File: src/rtl/pwr_flag_pkg.sv
package pwr_flag_pkg;
  localparam int NUM_PINS    = 6;
  localparam int DATA_W      = 32;
  localparam int STOP_W      = 3;
  localparam int LEVEL_W     = 2;
  localparam int WAKE_LSB    = 0;
  localparam int STANDBY_BIT = 8;
  localparam int STOP_LSB    = 9;
  localparam int INT_BIT     = 15;
  localparam int CLR_MODE_BIT = 8;
  localparam logic ADDR_CLEAR = 1'b1;
  localparam logic [STOP_W-1:0] STOP_BASE = 3'd4;
  localparam logic [LEVEL_W-1:0] LEVEL_MAX = 2'd2;

  typedef struct packed {
    logic [NUM_PINS-1:0] setWake;
    logic [NUM_PINS-1:0] clrWake;
    logic                setStandby;
    logic                setStop;
    logic [STOP_W-1:0]   stopCode;
    logic                clrMode;
  } flagStrobes_t;
endpackage

File: src/rtl/pwr_flag_ctrl.sv
module pwr_flag_ctrl
  import pwr_flag_pkg::*;
(
  input  logic [NUM_PINS-1:0] wakePin,
  input  logic                standbyEnter,
  input  logic                stopEnter,
  input  logic [LEVEL_W-1:0]  stopLevel,
  input  logic                wrEn,
  input  logic                wrAddr,
  input  logic [DATA_W-1:0]   wrData,
  output flagStrobes_t        strobes
);
  logic clrWrite;
  logic levelOk;

  always_comb begin
    clrWrite = wrEn && (wrAddr == ADDR_CLEAR);
    levelOk  = (stopLevel <= LEVEL_MAX);
    strobes.setWake    = wakePin;
    strobes.clrWake    = clrWrite ? wrData[WAKE_LSB +: NUM_PINS] : '0;
    strobes.setStandby = standbyEnter;
    strobes.setStop    = stopEnter && levelOk;
    strobes.stopCode   = STOP_BASE + {{(STOP_W-LEVEL_W){1'b0}}, stopLevel};
    strobes.clrMode    = clrWrite && wrData[CLR_MODE_BIT];
  end
endmodule

File: src/rtl/pwr_flag_dp.sv
module pwr_flag_dp
  import pwr_flag_pkg::*;
#(
  parameter int NUM_INT_SRC = 4
) (
  input  logic                   clk,
  input  logic                   porRstN,
  input  logic                   sysRstN,
  input  flagStrobes_t           strobes,
  input  logic [NUM_INT_SRC-1:0] intWakeSrc,
  output logic [DATA_W-1:0]      statusWord
);
  logic                wakeRstN;
  logic [NUM_PINS-1:0] wakeFlag;
  logic                standbyFlag;
  logic [STOP_W-1:0]   stopCode;
  logic                intFlag;

  assign wakeRstN = porRstN & sysRstN;

  for (genvar i = 0; i < NUM_PINS; i++) begin : g_wake
    always_ff @(posedge clk or negedge wakeRstN) begin
      if (!wakeRstN)                 wakeFlag[i] <= 1'b0;
      else if (strobes.setWake[i])   wakeFlag[i] <= 1'b1;
      else if (strobes.clrWake[i])   wakeFlag[i] <= 1'b0;
    end
  end

  always_ff @(posedge clk or negedge porRstN) begin
    if (!porRstN) begin
      standbyFlag <= 1'b0;
      stopCode    <= '0;
    end else begin
      if (strobes.setStandby)     standbyFlag <= 1'b1;
      else if (strobes.clrMode)   standbyFlag <= 1'b0;
      if (strobes.setStop)        stopCode <= strobes.stopCode;
      else if (strobes.clrMode)   stopCode <= '0;
    end
  end

  always_ff @(posedge clk or negedge wakeRstN) begin
    if (!wakeRstN) intFlag <= 1'b0;
    else           intFlag <= |intWakeSrc;
  end

  always_comb begin
    statusWord = '0;
    statusWord[WAKE_LSB +: NUM_PINS] = wakeFlag;
    statusWord[STANDBY_BIT]          = standbyFlag;
    statusWord[STOP_LSB +: STOP_W]   = stopCode;
    statusWord[INT_BIT]              = intFlag;
  end
endmodule

File: src/rtl/pwr_flag_reg.sv
module pwr_flag_reg
  import pwr_flag_pkg::*;
#(
  parameter int NUM_INT_SRC = 4
) (
  input  logic                   clk,
  input  logic                   porRstN,
  input  logic                   sysRstN,
  input  logic [NUM_PINS-1:0]    wakePin,
  input  logic [NUM_INT_SRC-1:0] intWakeSrc,
  input  logic                   standbyEnter,
  input  logic                   stopEnter,
  input  logic [LEVEL_W-1:0]     stopLevel,
  input  logic                   wrEn,
  input  logic                   wrAddr,
  input  logic [DATA_W-1:0]      wrData,
  output logic [DATA_W-1:0]      rdData
);
  flagStrobes_t strobes;

  pwr_flag_ctrl u_ctrl (
    .wakePin(wakePin), .standbyEnter(standbyEnter), .stopEnter(stopEnter),
    .stopLevel(stopLevel), .wrEn(wrEn), .wrAddr(wrAddr), .wrData(wrData),
    .strobes(strobes)
  );

  pwr_flag_dp #(.NUM_INT_SRC(NUM_INT_SRC)) u_dp (
    .clk(clk), .porRstN(porRstN), .sysRstN(sysRstN), .strobes(strobes),
    .intWakeSrc(intWakeSrc), .statusWord(rdData)
  );
endmodule

File: config.mk
export PLATFORM = sky130hd
export DESIGN_NAME = pwr_flag_reg
export DESIGN_NICKNAME = d
export VERILOG_FILES = /design/src/rtl/pwr_flag_pkg.sv /design/src/rtl/pwr_flag_ctrl.sv /design/src/rtl/pwr_flag_dp.sv /design/src/rtl/pwr_flag_reg.sv
export SDC_FILE = /design/constraint.sdc
export NUM_CORES = 1
export LEC_CHECK = 0
export BUFFER_PORTS_ARGS = -buffer_cell sky130_fd_sc_hd__buf_2
export CAP_MARGIN = 20
export CORE_AREA = 2 2 47 49
export DETAILED_ROUTE_END_ITERATION = 10
export DIE_AREA = 0 0 49 51
export GPL_ROUTABILITY_DRIVEN = 0
export GPL_TIMING_DRIVEN = 0
export PLACE_DENSITY = 0.78
export REMOVE_ABC_BUFFERS = 1
export SYNTH_ARGS = -nofsm -noshare
export SYNTH_HDL_FRONTEND = slang
export SYNTH_SLANG_ARGS = --single-unit
File: constraint.sdc
create_clock -name clk -period 1.57 [get_ports clk]
set_input_delay 0.0785 -clock clk [delete_from_list [all_inputs] [get_ports clk]]
set_output_delay 0.0785 -clock clk [all_outputs]
set_load 0.01 [all_outputs]
**Yosys cells after proc, flatten, opt, wreduce, memory -nomap -nowiden**

Cells that the tools add are included.

- Flip-flop bits (word level): 11
- Bits of input ports: 51
- Output and inout bits: 32
- Logic and storage cells: 41

- Add/sub/neg operators: 1
- $lt $le $gt $ge: 1
- Mux-type cells: 17
- Bitwise logic cells: 1
- Reduce and logical (&&, ||, !) cells: 12

Operators with widths:

| operator | number |
|---|---|
| $reduce_bool 2->1 | 8 |
| $mux 1 | 14 |
| $mux 3 | 2 |
| $mux 6 | 1 |
| $reduce_or 4->1 | 1 |
| $add 3x2->3 const A | 1 |
| $logic_and 1x1->1 | 3 |
| $le 2x2->1 const B | 1 |
| $and 1x1->1 | 1 |

**Longest topological paths before layout**

Gate-level depths: netlist (run 1).

- Depth after elaboration: 4
- Depth in mapped cells: 2
- Mapped depth without buffers: 2

**Cells and area by module**

Synthesis (run 1) repeated with hierarchy kept, for this count alone.

- Cell total of the unflattened synthesis: 74
- Area, all modules: 704.4 µm²

By module, submodules not included:

| module | times used | cells each | area each (µm²) | seq. area each (µm²) |
|---|---|---|---|---|
| pwr_flag_dp | 1 | 55 | 574.3 | 275.3 |
| pwr_flag_ctrl | 1 | 19 | 130.1 | 0.0 |

**Worst setup path before layout (run 1)**

OpenSTA, ideal clock, no wires.

- Path type: flip-flop to flip-flop
- Start: register, netlist name u_dp.stopCode[2]
- End: register u_dp.stopCode[2]
- Setup time: 121 ps
- Data arrival time: 594 ps
- Required time: 1449 ps
- Path slack: 855 ps
- Cell stages (with the launch flop): 2
- Clock period less this slack: 715 ps
- Cells stage by stage: dfrtp_1 -> a22o_1

RTL lines:

| element | line | source |
|---|---|---|
| end signal: assignment | pwr_flag_dp.sv:36 | `if (strobes.setStop) stopCode <= strobes.stopCode;` |
| end: declaration | pwr_flag_dp.sv:16 | `logic [STOP_W-1:0] stopCode;` |

**Final worst setup path (run 1)**

- Start: input port intWakeSrc[2]
- End: register u_dp.intFlag

- Cells in the longest elaborated chain, start to end: 1

RTL lines:

| element | line | source |
|---|---|---|
| start: declaration | pwr_flag_reg.sv:10 | `input logic [NUM_INT_SRC-1:0] intWakeSrc,` |
| $reduce_or 4->1 | pwr_flag_dp.sv:43 | `else intFlag <= \|intWakeSrc;` |
| end signal: assignment | pwr_flag_dp.sv:43 |  |
| end: declaration | pwr_flag_dp.sv:17 | `logic intFlag;` |

Every way passes these cells.
A chain may end at the register's enable or synchronous reset.

==> flow_summary_export.csv, run 1 <==
group,metric,value,unit
synth,syn_inst,59,
floorplanning,io_pins,83,
critical_path,cp_data_required_time,1720,ps
global_routing,grt_pass1_wl,2.17,mm
sta,fin_crit,1500,ps
detailed_routing,drtIter0Drc,2,
sta,fmax,667,MHz
floorplanning,start_util,0.300,
job,cap_violations,0,
critical_path,crit_path_cell_trace,"dlygate4sd3_1 > buf_2 > or4_1 > dlygate4sd3_1",
sta,worst_slack,69.9,ps
clocking,cts_buffers,3,
power,peakVddDrop,0.435,mV
synth,seq_area_frac_synth,0.444,
power,power,640,uW
finish,drive_gt1_frac,0.387,
clocking,cts_setup_buffers,0,
critical_path,end_kind,"flip-flop",
finish,antenna_cells,0,
placement,place_area,737,sq um
detailed_routing,dr.pass1.iters,3,
synth,synth_area_leaders,"dfrtp_1 (44%), buf_4 (28%), a21o_1 (7.3%)",
critical_path,start_kind,"primary input",
power,p_sw,173,uW
power,seqPwrFrac,0.484,
detailed_routing,ant_nets,0,
floorplanning,die_h,51,microns
sta,tns,0,ps
synth,yosys_warnings,0,
power,p_sw_frac,0.271,
floorplanning,dieArea,2500,sq um
clocking,cts-root-buf,"clkbuf_4",
finish,n_fill_cell,232,
critical_path,max_stage_delay,560,ps
global_routing,track_usage,0.119,
global_routing,antenna_found_initial,0,
clocking,cts.sinks,11,
detailed_routing,viasPerCell,3.96,
detailed_routing,via_count,531,
synth,synth_top_area_frac,0.444,
power,clkPwrFrac,0.299,
critical_path,worstPathArrival,1650,ps
synth,ys_ff_latch,11,
placement,dpl.hpwl,1.04,mm
clocking,cts_tree,"yes",
placement,dp_slack,751,ps
synth,avgSynthCellArea,10.5,sq um
power,p_per_area,741,nW/um^2
finish,final_nets,158,
clocking,cts.clk_slew.worst_paths,70,ps
finish,final_cell_area,863,sq um
clocking,max-clock-path-buffers,2,
detailed_routing,wire_per_inst,9.96,microns
sta,fin_crit_sh,0.955,
power,combPwrFrac,0.217,
finish,syn_to_final_growth,39.4,%
sta,slew_violations,0,
critical_path,crit_fanout,1,
critical_path,slowest_stage,"dlygate4sd3_1",
floorplanning,core,2060,sq um
power,intPower,467,uW
status,run_status,"completed",
clocking,cts_resized,0,
critical_path,worstSetupPathType,"primary input to flip-flop",
power,cellLeakagePower,0.000436,uW
min_path,min_path_type,"primary input to flip-flop",
global_routing,grt_max_degree,8,
clocking,clock_latency,260,ps
synth,syn-cell-area,619,sq um
synth,ys_types,14,
placement,port_buffers,36,
critical_path,timing.critical_path.mode_cell,"dlygate4sd3_1",
detailed_routing,drc_errors,0,
synth,yosysTopAreaCell,"dfrtp_1",
finish,post-route-util,0.418,
sta,setup_viol,0,
detailed_routing,routed_wl,1.33,mm
global_routing,grt-ovfl-total,0,
global_routing,grt_pass1_vias,504,
sta,rsz0062_at_grt,"no",
sta,skew,0,ps
clocking,cts-htree-levels,1,
sta,hold_violations,0,
floorplanning,die_x,49,microns
floorplanning,rows,17,
==> final cells by class <==
cell class / instances / area, sq um / area share
Timing Repair Buffer: 46 / 280 / 0.325
Tap cell: 28 / 35.0 / 0.0406
Multi-Input combinational cell: 45 / 246 / 0.286
Sequential cell: 11 / 275 / 0.319
Clock buffer: 4 / 26.3 / 0.0304
==> layout by cell type, fill, tap and decap left out, drive strengths merged <==
master / instances
conb: 21
and2: 1
or4: 1
and3b: 2
dfrtp: 11
nand2: 1
a31o: 2
nand3: 7
clkbuf: 4
dlygate4sd3: 10
a21o: 7
nand2b: 2
buf: 36
a22o: 1
==> through the flow <==
stage,cells,hold slack (ps)
floorplan,56,-217
global placement,120,-109
detailed placement,120,-108
CTS,134,4.77
global route,134,31.6
finish,134,28.0
==> Yosys cell counts <==
cell,number
buf_4,23
dfrtp_1,11
a21o_1,6
nand3_1,6
a31o_1,2
and3b_1,2
nand2b_1,2
a21o_2,1
a22o_1,1
and2_1,1
conb_1,1
nand2_1,1
nand3_2,1
or4_1,1
==> flip-flops by register name, indices dropped and copies added (netlist names) <==
| register | flops |
|---|---|
| u_dp.intFlag | 1 |
| u_dp.statusWord | 6 |
| u_dp.standbyFlag | 1 |
| u_dp.stopCode | 3 |
==> power groups by stage <==
stage / Sequential [uW] / Clock (uW) / Combinational (uW)
CTS: 310 / 203 / 139
floorplan: 324 / 0 / 48.5
finish: 310 / 191 / 139
global placement: 314 / 0 / 118
global route: 313 / 219 / 156
detailed placement: 316 / 0 / 121
==> final timing paths <==
path                       cells past startpoint                  to  slack, ps               start
setup / recovery                               4        u_dp.intFlag         70       intWakeSrc[2]
hold / removal                                 2  u_dp.statusWord[2]         30          wakePin[2]
setup reg to reg                               1    u_dp.stopCode[2]        870    u_dp.stopCode[2]
hold reg to reg                                1  u_dp.statusWord[1]        480  u_dp.statusWord[1]
max in group asynchronous                      3  u_dp.statusWord[1]        920             porRstN
min in group asynchronous                      2    u_dp.stopCode[0]        150             porRstN
==> worst max-delay path, delay by kind of cell <==
family,cells,cell delay [ps]
buffers and inverters,3,1200
and+or+nand+nor,1,370
==> logic make-up after synthesis <==
logic type,synth area share
compound gates,0.129
flops,0.444
other cells,0.00605
buf+inv,0.279
simple gates,0.141
==> what timing repair did <==
action / CTS / global route
hold endpoints to repair: 18 / 0
setup endpoints to repair: 0 / 0
hold buffers: 10 / 0
==> routing by layer <==
metal	share of wire	track usage	up-vias
met2	0.57	0.247	32
met3	0.088	0.0468	0
met4	0	0.0286	0
met5	0	0	-
li1	-	-	252
met1	0.34	0.105	247
(Power assumes the default switching activity.)
==> run 2, diff against run 1 <==
PLACE_DENSITY = 0.81   (was 0.78)
clock period = 1.9 ns   (was 1.57 ns; I/O delays follow)
==> run 2 against run 1 <==
Effect of this change: critical path depth down 3; clock power decreased by 18%; sequential share of layout area is 2.0 points higher; critical path type is now flip-flop to output pin; largest cell class is now sequential cells; largest power group unchanged; highest routed layer unchanged.
==> flow_summary_export.csv, run 2 (synthesized netlist as in run 1, its figures left out) <==
group,metric,value,unit
status,run_status,"completed",
critical_path,crit_family,"flip-flops",
finish,final_cell_mix,"buf_2 (36), conb_1 (21), dfrtp_1 (11)",
global_routing,grt_pass1_vias,487,
critical_path,start_kind,"flip-flop",
clocking,max-clock-path-buffers,2,
critical_path,worstSetupPathType,"flip-flop to output pin",
floorplanning,die_h,51,microns
sta,setup_viol,0,
critical_path,crit_path_start,"u_dp.stopCode[0]",
placement,port_buffers,36,
finish,final_cells,129,
critical_path,r2r_start,"u_dp.stopCode[2]",
critical_path,slowest_stage,"dfrtp_1",
floorplanning,start_util,0.300,
clocking,cts_buffers,3,
clocking,cts_setup_buffers,0,
sta,rsz0062_at_grt,"no",
sta,hold_violations,0,
detailed_routing,viasPerCell,3.95,
sta,fin_crit,895,ps
clocking,cts-htree-levels,1,
min_path,hp-start,"wakePin[0]",
global_routing,antenna_found_initial,0,
detailed_routing,drtIter0Drc,5,
power,peakVddDrop,0.275,mV
clocking,cts-root-buf,"clkbuf_4",
sta,whs,7.76,ps
detailed_routing,drc_errors,0,
finish,syn_to_final_growth,31.3,%
critical_path,max_stage_delay,390,ps
critical_path,end_kind,"output pin",
finish,multi_input_area,246,sq um
power,power,520,uW
clocking,cts.sinks,11,
clocking,cts.clk_slew.worst_paths,70,ps
global_routing,grt_pass1_wl,2.15,mm
power,p_per_area,639,nW/um^2
finish,n_fill_cell,220,
critical_path,path_buf_inv,1,
detailed_routing,via_count,510,
detailed_routing,routed_wl,1.34,mm
detailed_routing,ant_nets,0,
floorplanning,die_x,49,microns
finish,drive_gt1_frac,0.406,
finish,final_nets,153,
global_routing,track_usage,0.119,
finish,largest_reg_flops,6,
critical_path,crit_fanout,2,
finish,final_common_cell,"buf_2",
placement,dpl.hpwl,1.08,mm
detailed_routing,wire_per_inst,10.4,microns
sta,skew,0,ps
job,cap_violations,0,
placement,numPlacedInstances,120,
detailed_routing,dr.pass1.iters,4,
critical_path,cp_data_required_time,1800,ps
floorplanning,rows,17,
global_routing,grt-ovfl-total,0,
global_routing,grt_max_degree,8,
min_path,min_path_type,"primary input to flip-flop",
floorplanning,dieArea,2500,sq um
sta,fmax,1120,MHz
sta,tns,0,ps
critical_path,crit_path_cell_trace,"buf_2",
sta,fin_crit_sh,0.471,
critical_path,worstPathArrival,800,ps
clocking,cts_tree,"yes",
power,cellLeakagePower,0.000417,uW
finish,antenna_cells,0,
finish,seq_area,275,sq um
clocking,clock_latency,260,ps
floorplanning,core,2060,sq um
floorplanning,io_pins,83,
sta,slew_violations,0,
run 2: report_power, final:
part / total (uW) / internal [uW] / leakage, uW / switching [uW]
Sequential: 256 / 249 / 0.000119 / 7.56
Clock: 156 / 81.1 / 0.0000150 / 74.4
Combinational: 108 / 49.5 / 0.000283 / 58.6
run 2: final cells by class:
| class | count | area share |
|---|---|---|
| multi-input combinational | 45 | 0.303 |
| timing repair buffer | 41 | 0.283 |
| tap | 28 | 0.0431 |
| clock buffer | 4 | 0.0323 |
| sequential | 11 | 0.338 |
run 2: metrics by stage:
| step | util | setup WS (ps) | area (sq um) |
|---|---|---|---|
| 5_1_grt | 0.394 | 963 | 813 |
| 4_1_cts | 0.389 | 998 | 803 |
| 2_1_floorplan | - | 1170 | 522 |
| 3_5_place_dp | 0.357 | 1070 | 737 |
| 3_3_place_gp | 0.357 | 1070 | 737 |
| 6_report | 0.394 | 1000 | 813 |
run 2: metal layers:
metal	GRT usage	wire, microns
met1	0.115	501
met2	0.233	746
met3	0.0322	96
met4	0.0571	0
met5	0	0
run 2: worst paths after layout:
check,cells past startpoint,slack [ps],to
worst max-delay path,1,1000,rdData[9]
worst min-delay path,2,8,u_dp.statusWord[0]
worst max register to register,1,1200,u_dp.stopCode[2]
worst min register to register,1,470,u_dp.statusWord[2]
max in group asynchronous,3,1210,u_dp.statusWord[4]
min in group asynchronous,2,170,u_dp.standbyFlag
run 2: timing repair:
action                    4_1_cts  5_1_grt
resized for setup               0        0
hold endpoints to repair       13        1
hold buffers                    4        1
==> run 3, diff against run 2 <==
ABC_AREA = 1   (was default)
CORE_AREA = 2 2 51 53   (was 2 2 47 49)
DIE_AREA = 0 0 53 55   (was 0 0 49 51)
PLACE_DENSITY = 0.72   (was 0.81)
clock period = 0.8 ns   (was 1.9 ns; I/O delays follow)
==> run 3 against run 2 <==
Effect of this change: the run now ends with negative setup slack left; clock power rose by 140%; register-to-register slack got worse by 1200 ps; clock-buffer cell count is the same; utilization shrank 0.85 points; design area is 12% higher; combinational power grew to 2.8 times the previous value; largest cell class is now buffers; largest power group unchanged; highest routed layer unchanged.
==> flow_summary_export.csv, run 3 <==
group,metric,value,unit
sta,skew,0,ps
global_routing,antenna_found_initial,0,
clocking,cts.sinks,11,
global_routing,grt_pass1_vias,456,
critical_path,path_buf_inv,1,
sta,fin_crit,822,ps
synth,avgSynthCellArea,9.46,sq um
critical_path,crit_fanout,2,
detailed_routing,ant_nets,0,
sta,worst_slack,-22.1,ps
floorplanning,core,2360,sq um
clocking,max-clock-path-buffers,2,
critical_path,worstSetupPathType,"flip-flop to output pin",
placement,numPlacedInstances,127,
finish,antenna_cells,0,
synth,synth_flop_cell,"dfrtp_1",
synth,ys_types,9,
detailed_routing,via_count,558,
finish,largest_reg_flops,6,
sta,hold_violations,0,
power,p_sw,344,uW
power,power,1280,uW
synth,yosysTopAreaCell,"dfrtp_1",
critical_path,end_kind,"output pin",
sta,fin_crit_sh,1.03,
placement,dpl.hpwl,1.01,mm
power,clkPwrFrac,0.286,
finish,post-route-util,0.386,
critical_path,max_stage_delay,380,ps
detailed_routing,routed_wl,1.39,mm
critical_path,path_depth,1,
detailed_routing,drc_errors,0,
floorplanning,die_h,55,microns
synth,seq_area_frac_synth,0.455,
detailed_routing,wire_per_inst,9.36,microns
critical_path,slowest_stage,"dfrtp_1",
clocking,cts-root-buf,"clkbuf_4",
power,intPower,936,uW
synth,ys_ff_latch,11,
clocking,cts.clk_slew.worst_paths,70,ps
finish,final_cells,148,
min_path,worstHoldPathCells,3,
global_routing,track_usage,0.0904,
synth,async_reset_ff_frac,1.00,
clocking,cts_buffers,3,
clocking,cts_resized,0,
synth,syn-cell-area,606,sq um
power,cellLeakagePower,0.000479,uW
status,run_status,"finished, violations left",
detailed_routing,dr.pass1.iters,4,
power,peakVddDrop,0.776,mV
critical_path,worstPathArrival,780,ps
detailed_routing,viasPerCell,3.77,
synth,synth_area_leaders,"dfrtp_1 (45%), buf_4 (29%), a21o_1 (8.7%)",
critical_path,cp_data_required_time,760,ps
floorplanning,dieArea,2920,sq um
synth,syn_inst,64,
finish,drive_gt1_frac,0.373,
global_routing,grt_pass1_wl,1.84,mm
finish,final_nets,170,
placement,port_buffers,36,
floorplanning,start_util,0.256,
power,p_per_area,1400,nW/um^2
finish,final_cell_mix,"buf_2 (36), conb_1 (21), dlygate4sd3_1 (13)",
global_routing,grt-ovfl-total,0,
synth,synthMostInstantiatedCell,"buf_4",
status,violations,"negative setup slack",
floorplanning,die_x,53,microns
finish,final_common_cell,"buf_2",
synth,synthTopCellsByCount,"buf_4 (23), dfrtp_1 (11), nand3_1 (10)",
sta,setup_viol,10,
clocking,cts_tree,"yes",
sta,tns,-141,ps
floorplanning,io_pins,83,
placement,dp_slack,140,ps
critical_path,reg2reg_depth,2,
critical_path,start_kind,"flip-flop",
power,seqPwrFrac,0.475,
sta,fmax,1220,MHz
floorplanning,rows,18,
job,cap_violations,0,
critical_path,crit_path_cell_trace,"buf_2",
power,p_sw_frac,0.269,
power,combPwrFrac,0.239,
clocking,cts-htree-levels,1,
detailed_routing,drtIter0Drc,2,
critical_path,crit_family,"flip-flops",
global_routing,grt_max_degree,8,
sta,slew_violations,0,
sta,rsz0062_at_grt,"yes",
min_path,min_path_type,"primary input to flip-flop",
finish,syn_to_final_growth,50.6,%
clocking,clock_latency,250,ps
synth,synth_top_area_frac,0.455,
synth,yosys_warnings,0,
synth,synth_edf_count,0,
## run 3: kinds of logic after synthesis
logic type	Yosys count	synth area share
buffers and inverters	24	0.291
and+or+nand+nor	21	0.161
DFF	11	0.455
AOI/OAI and AO/OA	7	0.0868
other	1	0.00619
## run 3: final timing paths
path | start | endpoint | slack [ps]
setup / recovery | u_dp.stopCode[2] | rdData[11] | -20
hold / removal | stopLevel[0] | u_dp.stopCode[0] | 30
setup reg to reg | u_dp.statusWord[0] | u_dp.statusWord[0] | 30
hold reg to reg | u_dp.standbyFlag | u_dp.standbyFlag | 480
max in group asynchronous | porRstN | u_dp.statusWord[2] | 200
min in group asynchronous | porRstN | u_dp.standbyFlag | 120
## run 3: power groups by stage
stage	Combinational [uW]	Clock [uW]	Sequential [uW]
floorplan	94.3	0	636
global placement	229	0	617
detailed placement	236	0	618
CTS	290	383	607
global route	339	416	611
finish	306	367	608
## run 3: per-stage QoR
stage	cell area, sq um	hold slack, ps
global placement	726	-148
global route	912	47.1
finish	912	28.4
floorplan	508	-256
CTS	890	19.9
detailed placement	726	-143
## run 3: cell type report
| cell class | instances | area, sq um |
|---|---|---|
| multi-input combinational | 49 | 229 |
| tap | 30 | 37.5 |
| clock buffer | 4 | 26.3 |
| inverter | 1 | 3.75 |
| timing repair buffer | 53 | 340 |
| fill | 242 | 1450 |
| sequential | 11 | 275 |
## run 3: what timing repair did
item                                   CTS  global route
hold buffers                            13             0
gates cloned                             0             0
buffers inserted                         1             3
pin swaps                                0             1
setup endpoints to repair               10            11
endpoints found under the hold margin   19             0
## run 3: routing by layer
metal,vias up,track usage,share of wire
met5,-,0,0
met1,243,0.0929,0.38
met2,41,0.179,0.51
met3,0,0.0242,0.11
met4,0,0.0256,0
li1,274,-,-
